## src/rtl/phalign_pkg.sv

```systemverilog
package phalign_pkg;
  typedef enum logic [3:0] {
    ST_IDLE,
    ST_LEAVE_CHK,
    ST_LEAVE_SH,
    ST_SKIP_SH,
    ST_SEEK_CHK,
    ST_SEEK_SH,
    ST_MEAS_SH,
    ST_MEAS_CHK,
    ST_BACK_SH
  } eng_state_t;
endpackage

```

## src/rtl/phalign_filter.sv

```systemverilog
module phalign_filter #(
  parameter int SAMPLE_W = 7,
  parameter logic [SAMPLE_W-1:0] GOOD_WORD = 7'b1100011,
  parameter int FILT_LEN = 128
) (
  input  logic                clk,
  input  logic                rst_n,
  input  logic                go,
  input  logic [SAMPLE_W-1:0] sample,
  output logic                res_vld,
  output logic                res_pass
);
  localparam int RUN_W = $clog2(FILT_LEN) + 1;

  logic             run;
  logic [RUN_W-1:0] run_cnt;

  always_ff @(posedge clk) begin
    if (!rst_n) begin
      run      <= 1'b0;
      run_cnt  <= '0;
      res_vld  <= 1'b0;
      res_pass <= 1'b0;
    end else begin
      res_vld <= 1'b0;
      if (go) begin
        run     <= 1'b1;
        run_cnt <= '0;
      end else if (run) begin
        if (sample != GOOD_WORD) begin
          run      <= 1'b0;
          res_vld  <= 1'b1;
          res_pass <= 1'b0;
        end else if (run_cnt == RUN_W'(FILT_LEN - 1)) begin
          run      <= 1'b0;
          res_vld  <= 1'b1;
          res_pass <= 1'b1;
        end else begin
          run_cnt <= run_cnt + 1'b1;
        end
      end
    end
  end
endmodule

```

## src/rtl/phalign_shift.sv

```systemverilog
module phalign_shift (
  input  logic clk,
  input  logic rst_n,
  input  logic go,
  input  logic dir_in,
  input  logic ack,
  output logic req,
  output logic dir,
  output logic fin
);
  logic pend;

  always_ff @(posedge clk) begin
    if (!rst_n) begin
      req  <= 1'b0;
      dir  <= 1'b0;
      pend <= 1'b0;
      fin  <= 1'b0;
    end else begin
      req <= 1'b0;
      fin <= 1'b0;
      if (go) begin
        req  <= 1'b1;
        dir  <= dir_in;
        pend <= 1'b1;
      end else if (pend && ack) begin
        pend <= 1'b0;
        fin  <= 1'b1;
      end
    end
  end
endmodule

```

## src/rtl/phalign_satcnt.sv

```systemverilog
module phalign_satcnt #(
  parameter int W = 12
) (
  input  logic         clk,
  input  logic         rst_n,
  input  logic         clr,
  input  logic         inc,
  output logic [W-1:0] q
);
  always_ff @(posedge clk) begin
    if (!rst_n)                 q <= '0;
    else if (clr)               q <= '0;
    else if (inc && (q != '1))  q <= q + 1'b1;
  end
endmodule

```

## src/rtl/phase_eye_centerer.sv

```systemverilog
module phase_eye_centerer #(
  parameter int SAMPLE_W = 7,
  parameter logic [SAMPLE_W-1:0] GOOD_WORD = 7'b1100011,
  parameter int FILT_LEN = 128,
  parameter int MAX_SEEK = 1024
) (
  input  logic                clk,
  input  logic                rst_n,
  input  logic                start,
  input  logic [SAMPLE_W-1:0] sample,
  input  logic                shift_ack,
  output logic                shift_req,
  output logic                shift_dir,
  output logic                active,
  output logic                done,
  output logic                success
);
  import phalign_pkg::*;

  localparam int CNT_W = $clog2(MAX_SEEK) + 2;
  localparam int HALF_W = CNT_W + 1;

  eng_state_t st;
  logic chk_go, sh_go, sh_dir_go;
  logic res_vld, res_pass, sh_fin;
  logic seek_clr, seek_inc, wid_clr, wid_inc;
  logic [CNT_W-1:0]  seek_q, wid_q;
  logic [HALF_W-1:0] half_w, bk;

  phalign_filter #(
    .SAMPLE_W (SAMPLE_W),
    .GOOD_WORD(GOOD_WORD),
    .FILT_LEN (FILT_LEN)
  ) u_filt (
    .clk     (clk),
    .rst_n   (rst_n),
    .go      (chk_go),
    .sample  (sample),
    .res_vld (res_vld),
    .res_pass(res_pass)
  );

  phalign_shift u_sh (
    .clk   (clk),
    .rst_n (rst_n),
    .go    (sh_go),
    .dir_in(sh_dir_go),
    .ack   (shift_ack),
    .req   (shift_req),
    .dir   (shift_dir),
    .fin   (sh_fin)
  );

  phalign_satcnt #(.W(CNT_W)) u_seek (
    .clk(clk), .rst_n(rst_n), .clr(seek_clr), .inc(seek_inc), .q(seek_q)
  );

  phalign_satcnt #(.W(CNT_W)) u_wid (
    .clk(clk), .rst_n(rst_n), .clr(wid_clr), .inc(wid_inc), .q(wid_q)
  );

  always_comb begin
    seek_clr = (st == ST_SKIP_SH) && sh_fin;
    seek_inc = (st == ST_SEEK_CHK) && res_vld && !res_pass;
    wid_clr  = (st == ST_SEEK_CHK) && res_vld && res_pass;
    wid_inc  = (st == ST_MEAS_CHK) && res_vld && res_pass;
    half_w   = (HALF_W'(wid_q) + 1'b1) >> 1;
  end

  assign active = (st != ST_IDLE);

  always_ff @(posedge clk) begin
    if (!rst_n) begin
      st        <= ST_IDLE;
      chk_go    <= 1'b0;
      sh_go     <= 1'b0;
      sh_dir_go <= 1'b0;
      bk        <= '0;
      done      <= 1'b0;
      success   <= 1'b0;
    end else begin
      chk_go <= 1'b0;
      sh_go  <= 1'b0;
      done   <= 1'b0;
      unique case (st)
        ST_IDLE: if (start) begin
          success <= 1'b0;
          chk_go  <= 1'b1;
          st      <= ST_LEAVE_CHK;
        end
        ST_LEAVE_CHK: if (res_vld) begin
          sh_go     <= 1'b1;
          sh_dir_go <= 1'b1;
          st        <= res_pass ? ST_LEAVE_SH : ST_SKIP_SH;
        end
        ST_LEAVE_SH: if (sh_fin) begin
          chk_go <= 1'b1;
          st     <= ST_LEAVE_CHK;
        end
        ST_SKIP_SH: if (sh_fin) begin
          chk_go <= 1'b1;
          st     <= ST_SEEK_CHK;
        end
        ST_SEEK_CHK: if (res_vld) begin
          sh_go     <= 1'b1;
          sh_dir_go <= 1'b1;
          st        <= res_pass ? ST_MEAS_SH : ST_SEEK_SH;
        end
        ST_SEEK_SH: if (sh_fin) begin
          if (seek_q > CNT_W'(MAX_SEEK)) begin
            done    <= 1'b1;
            success <= 1'b0;
            st      <= ST_IDLE;
          end else begin
            chk_go <= 1'b1;
            st     <= ST_SEEK_CHK;
          end
        end
        ST_MEAS_SH: if (sh_fin) begin
          chk_go <= 1'b1;
          st     <= ST_MEAS_CHK;
        end
        ST_MEAS_CHK: if (res_vld) begin
          if (res_pass) begin
            sh_go     <= 1'b1;
            sh_dir_go <= 1'b1;
            st        <= ST_MEAS_SH;
          end else if (half_w == '0) begin
            done    <= 1'b1;
            success <= 1'b1;
            st      <= ST_IDLE;
          end else begin
            bk        <= half_w;
            sh_go     <= 1'b1;
            sh_dir_go <= 1'b0;
            st        <= ST_BACK_SH;
          end
        end
        ST_BACK_SH: if (sh_fin) begin
          if (bk == HALF_W'(1)) begin
            done    <= 1'b1;
            success <= 1'b1;
            st      <= ST_IDLE;
          end else begin
            bk        <= bk - 1'b1;
            sh_go     <= 1'b1;
            sh_dir_go <= 1'b0;
          end
        end
        default: st <= ST_IDLE;
      endcase
    end
  end
endmodule

```

## config.mk

```make
export PLATFORM = sky130hd
export DESIGN_NAME = phase_eye_centerer
export DESIGN_NICKNAME = d
export VERILOG_FILES = /design/src/rtl/phalign_pkg.sv /design/src/rtl/phalign_filter.sv /design/src/rtl/phalign_shift.sv /design/src/rtl/phalign_satcnt.sv /design/src/rtl/phase_eye_centerer.sv
export SDC_FILE = /design/constraint.sdc
export NUM_CORES = 1
export LEC_CHECK = 0
export BUFFER_PORTS_ARGS = -buffer_cell sky130_fd_sc_hd__buf_2
export CAP_MARGIN = 20
export CORE_MARGIN = 5
export CORE_UTILIZATION = 59
export DETAILED_ROUTE_END_ITERATION = 12
export PLACE_DENSITY = 0.77
export SYNTH_ARGS = -nofsm -noshare
export SYNTH_HDL_FRONTEND = slang
export SYNTH_HIERARCHICAL = 1
export SYNTH_SLANG_ARGS = --single-unit
```

## constraint.sdc

```tcl
create_clock -name clk -period 5.44 [get_ports clk]
set_input_delay 0.816 -clock clk [delete_from_list [all_inputs] [get_ports clk]]
set_output_delay 0.816 -clock clk [all_outputs]
set_load 0.005 [all_outputs]
```

==> reports/results.ini <==
[timing]
final.min_clock_period_ns=2.86
clock-skew-final_ns=0.00875
timing.final.crit_share=0.526
tightest_slew_ns=0.999
fmaxAchievable_ghz=0.349
report.final.setup_viol=0
timing.setup.tns_ns=0
final_max_slew_violation_count=0
worst_slew_margin_rel=0.328
grt_setup_unrepaired=false
report.final.hold_viol_count=0

[clock_tree]
clk_transition_reported_paths_ns=0.07
cts_inserted_buffers=9
clk-insertion-delay-late_ns=0.33
ctsResizeCount=0
cts_num_sinks=61
tritoncts=yes
ctsLongestPathBuffers=2
cts_hold_repair.buffers=0
post_cts.repair.setup_buffers=0
cts-root-buf=sky130_fd_sc_hd__clkbuf_8
cts_max_level=3

[worst_setup_path]
worst-path-buf-inv=0
rrSetupSlack_ns=2.58
worstPathCellList=nand2b_1, nor4_1, nand4_1, a41oi_1, a31oi_1, a41o_2
timing.critical_path.max_delay_family=simple AND/OR/NAND/NOR gates
required_ns=5.66
r2r-start=st[2]
worstSetupPathDepth=6
cpPeakStageDelay_ns=0.84
arrival_ns=3.09
worst-r2r-cell-count=6
startpoint_class=flop
crit_path_start=st[2]
critPathKind=reg2reg
critical_path.slowest_cell=sky130_fd_sc_hd__nor4_1
largest_fanout_on_the_critical_path=12
critPathCapture=u_seek/q[5]
cp-end-kind=flop
timing.rr.end=u_seek/q[5]

[logic_synthesis]
post_synth_net_total=515
syn-cell-area_sq_mm=0.00398
synth_cell_type_count=76
yosysSeqAreaShare=0.307
post-synth-top-area-fraction=0.307
synth_edf_count=0
postSynth.asyncResetShare=0
synthCells=498
synth_top_cell_by_area=sky130_fd_sc_hd__dfxtp_1
post_synth_main_area_contributors=sky130_fd_sc_hd__dfxtp_1, sky130_fd_sc_hd__nand2_1, sky130_fd_sc_hd__nor2_1
yosys_most_used_dff=sky130_fd_sc_hd__dfxtp_1
synth-seq-cells=61
ys_warn_count=6
synthesis.area_per_instance_sq_um=7.99

[placement]
hpwl_um=6400
port-buffer-count=15
numPlacedInstances=564
gp_congestion=0.903

[drt]
post-route-drc-count=0
drt_iter0_drc=201
vias=3733
routed-wl-met2_um=4330
wl_met1_um=4160
routed_wire_length_per_instance_um=16.0
via_per_inst=6.45
route.final.wire_length_um=9250
first_pass_iters=5
dr_wl_met3_um=529
top_signal_layer_used=met4
detail-route-antenna-nets=0

[power]
power_density_mw_per_mm2=265
p_seq_frac=0.450
internal_power_uw=804
switchingPower_uw=321
power.switching_fraction=0.285
worst_ir_drop_vdd_uv=220
comb_power_share=0.155
clockPowerShare=0.395
power.static_leakage_nw=1.54

[cells_and_area]
final-instance-count-excl-fill=579
fill_cells=592
layout.nets=512
commonest_cells_after_routing_fill_and_taps_aside=sky130_fd_sc_hd__nand2_1, sky130_fd_sc_hd__dfxtp_1, sky130_fd_sc_hd__nor2_1, sky130_fd_sc_hd__a21oi_1, sky130_fd_sc_hd__o21ai_0
layout-drive-gt1-share=0.128
diode_insertion_count_for_antenna_repair=0
final_common_cell=sky130_fd_sc_hd__nand2_1
area_growth_pct=6.66

[global_routing]
grt_usage=0.223
grt_antenna_before_repair=0
first_global_vias=3337
grt_first_pass_wirelength_um=15700
grt_remaining_overflow=0
largest_net_degree_at_the_start_of_global_routing=38

[die]
die_height_um=92.1
num_rows=30
die_extent_in_x_um=92.1
initial_core_utilization=0.596
ioPinCount=16
dieArea_sq_mm=0.00849
design.core.area_sq_mm=0.00668

[hold_path]
min_path_type=reg2reg

[flow_run]
timing.max_cap.violations=0

[run_status]
run_status=finished, final reports clean

==> how the worst min path moves through the flow <==
stage	startpoint	end	slack, ns	cells past startpoint
after floorplan	u_filt/run	u_filt/res_vld	0.44	2
after global placement	u_filt/run	u_filt/res_vld	0.47	2
final	bk[1]	bk[1]	0.49	2
after global routing	u_filt/run	u_filt/res_vld	0.51	2
after CTS	u_filt/run	u_filt/res_vld	0.49	2
after detailed placement	u_filt/run	u_filt/res_vld	0.48	2
==> final cells by class <==
cell class	count	area, sq um	share of cell area
Clock buffer	11	141	0.0333
Clock inverter	4	72.6	0.0171
Inverter	10	37.5	0.00884
Multi-Input combinational cell	397	2590	0.610
Sequential cell	61	1220	0.288
Tap cell	80	100	0.0236
Timing Repair Buffer	16	82.6	0.0195
==> cells in the mapped netlist, types with 4 or more instances <==
cell type / instances
sky130_fd_sc_hd__a21oi_1: 27
sky130_fd_sc_hd__a31o_2: 4
sky130_fd_sc_hd__a31oi_1: 14
sky130_fd_sc_hd__and2_1: 4
sky130_fd_sc_hd__and3_1: 6
sky130_fd_sc_hd__buf_2: 4
sky130_fd_sc_hd__clkbuf_1: 19
sky130_fd_sc_hd__dfxtp_1: 61
sky130_fd_sc_hd__ha_1: 6
sky130_fd_sc_hd__inv_1: 10
sky130_fd_sc_hd__mux2i_1: 10
sky130_fd_sc_hd__nand2_1: 66
sky130_fd_sc_hd__nand2b_1: 9
sky130_fd_sc_hd__nand3_1: 19
sky130_fd_sc_hd__nand3b_1: 5
sky130_fd_sc_hd__nand4_1: 16
sky130_fd_sc_hd__nor2_1: 46
sky130_fd_sc_hd__nor2b_1: 6
sky130_fd_sc_hd__nor3_1: 13
sky130_fd_sc_hd__nor4_1: 11
sky130_fd_sc_hd__o211ai_1: 4
sky130_fd_sc_hd__o21ai_0: 20
sky130_fd_sc_hd__o22ai_1: 5
sky130_fd_sc_hd__o31ai_1: 7
sky130_fd_sc_hd__or3_1: 5
sky130_fd_sc_hd__or3_2: 4
sky130_fd_sc_hd__or4_1: 4
sky130_fd_sc_hd__xnor2_1: 13
sky130_fd_sc_hd__xor2_1: 9
==> power groups by stage <==
stage / Sequential (mW) / Clock (mW) / Combinational, mW
floorplan: 0.484 / 0 / 0.152
global placement: 0.512 / 0 / 0.164
detailed placement: 0.514 / 0 / 0.172
CTS: 0.505 / 0.451 / 0.174
global route: 0.510 / 0.477 / 0.197
finish: 0.506 / 0.444 / 0.175
==> worst min-delay path, delay by kind of cell, from the launching register on <==
| kind | cells | cell delay [ns] |
|---|---|---|
| muxes | 1 | 0.05 |
| and+or+nand+nor | 1 | 0.06 |
| DFF | 1 | 0.33 |
==> cell families (layout without fill, tap and decap cells) <==
| logic type | count (synthesis) | count (layout) | synth area share |
|---|---|---|---|
| and+or+nand+nor | 237 | 237 | 0.327 |
| AOI/OAI and AO/OA | 120 | 120 | 0.224 |
| DFF | 61 | 61 | 0.307 |
| buffers and inverters | 40 | 41 | 0.0440 |
| xor gates and xnor gates | 22 | 22 | 0.0484 |
| muxes | 11 | 11 | 0.0280 |
| adders and majority gates | 7 | 7 | 0.0214 |
==> per-stage QoR <==
step	worst slack, ns	instance area (sq um)	hold WS [ns]	utilization	power [mW]
floorplan	2.92	3980	0.438	-	0.637
CTS	2.66	4250	0.492	0.635	1.13
global placement	2.83	4030	0.467	0.603	0.676
detailed placement	2.75	4030	0.480	0.603	0.686
global route	2.40	4250	0.510	0.635	1.18
finish	2.58	4250	0.491	0.635	1.13
==> sequential cells by signal, indices dropped and copies added, names as in the netlist <==
signal,count
u_wid/q,12
u_filt/run_cnt,8
u_sh/dir,1
sh_dir_go,1
u_filt/res_vld,1
sh_go,1
success,1
u_filt/run,1
u_filt/res_pass,1
chk_go,1
u_seek/q,12
u_sh/req,1
u_sh/fin,1
done,1
u_sh/pend,1
st,4
bk,13
==> metal layers <==
metal,track usage,vias up
met5,0,-
met4,0.0978,0
met3,0.0361,23
met1,0.299,1734
li1,-,1848
met2,0.353,128
Note: power is estimated with default switching activity, not from simulation.
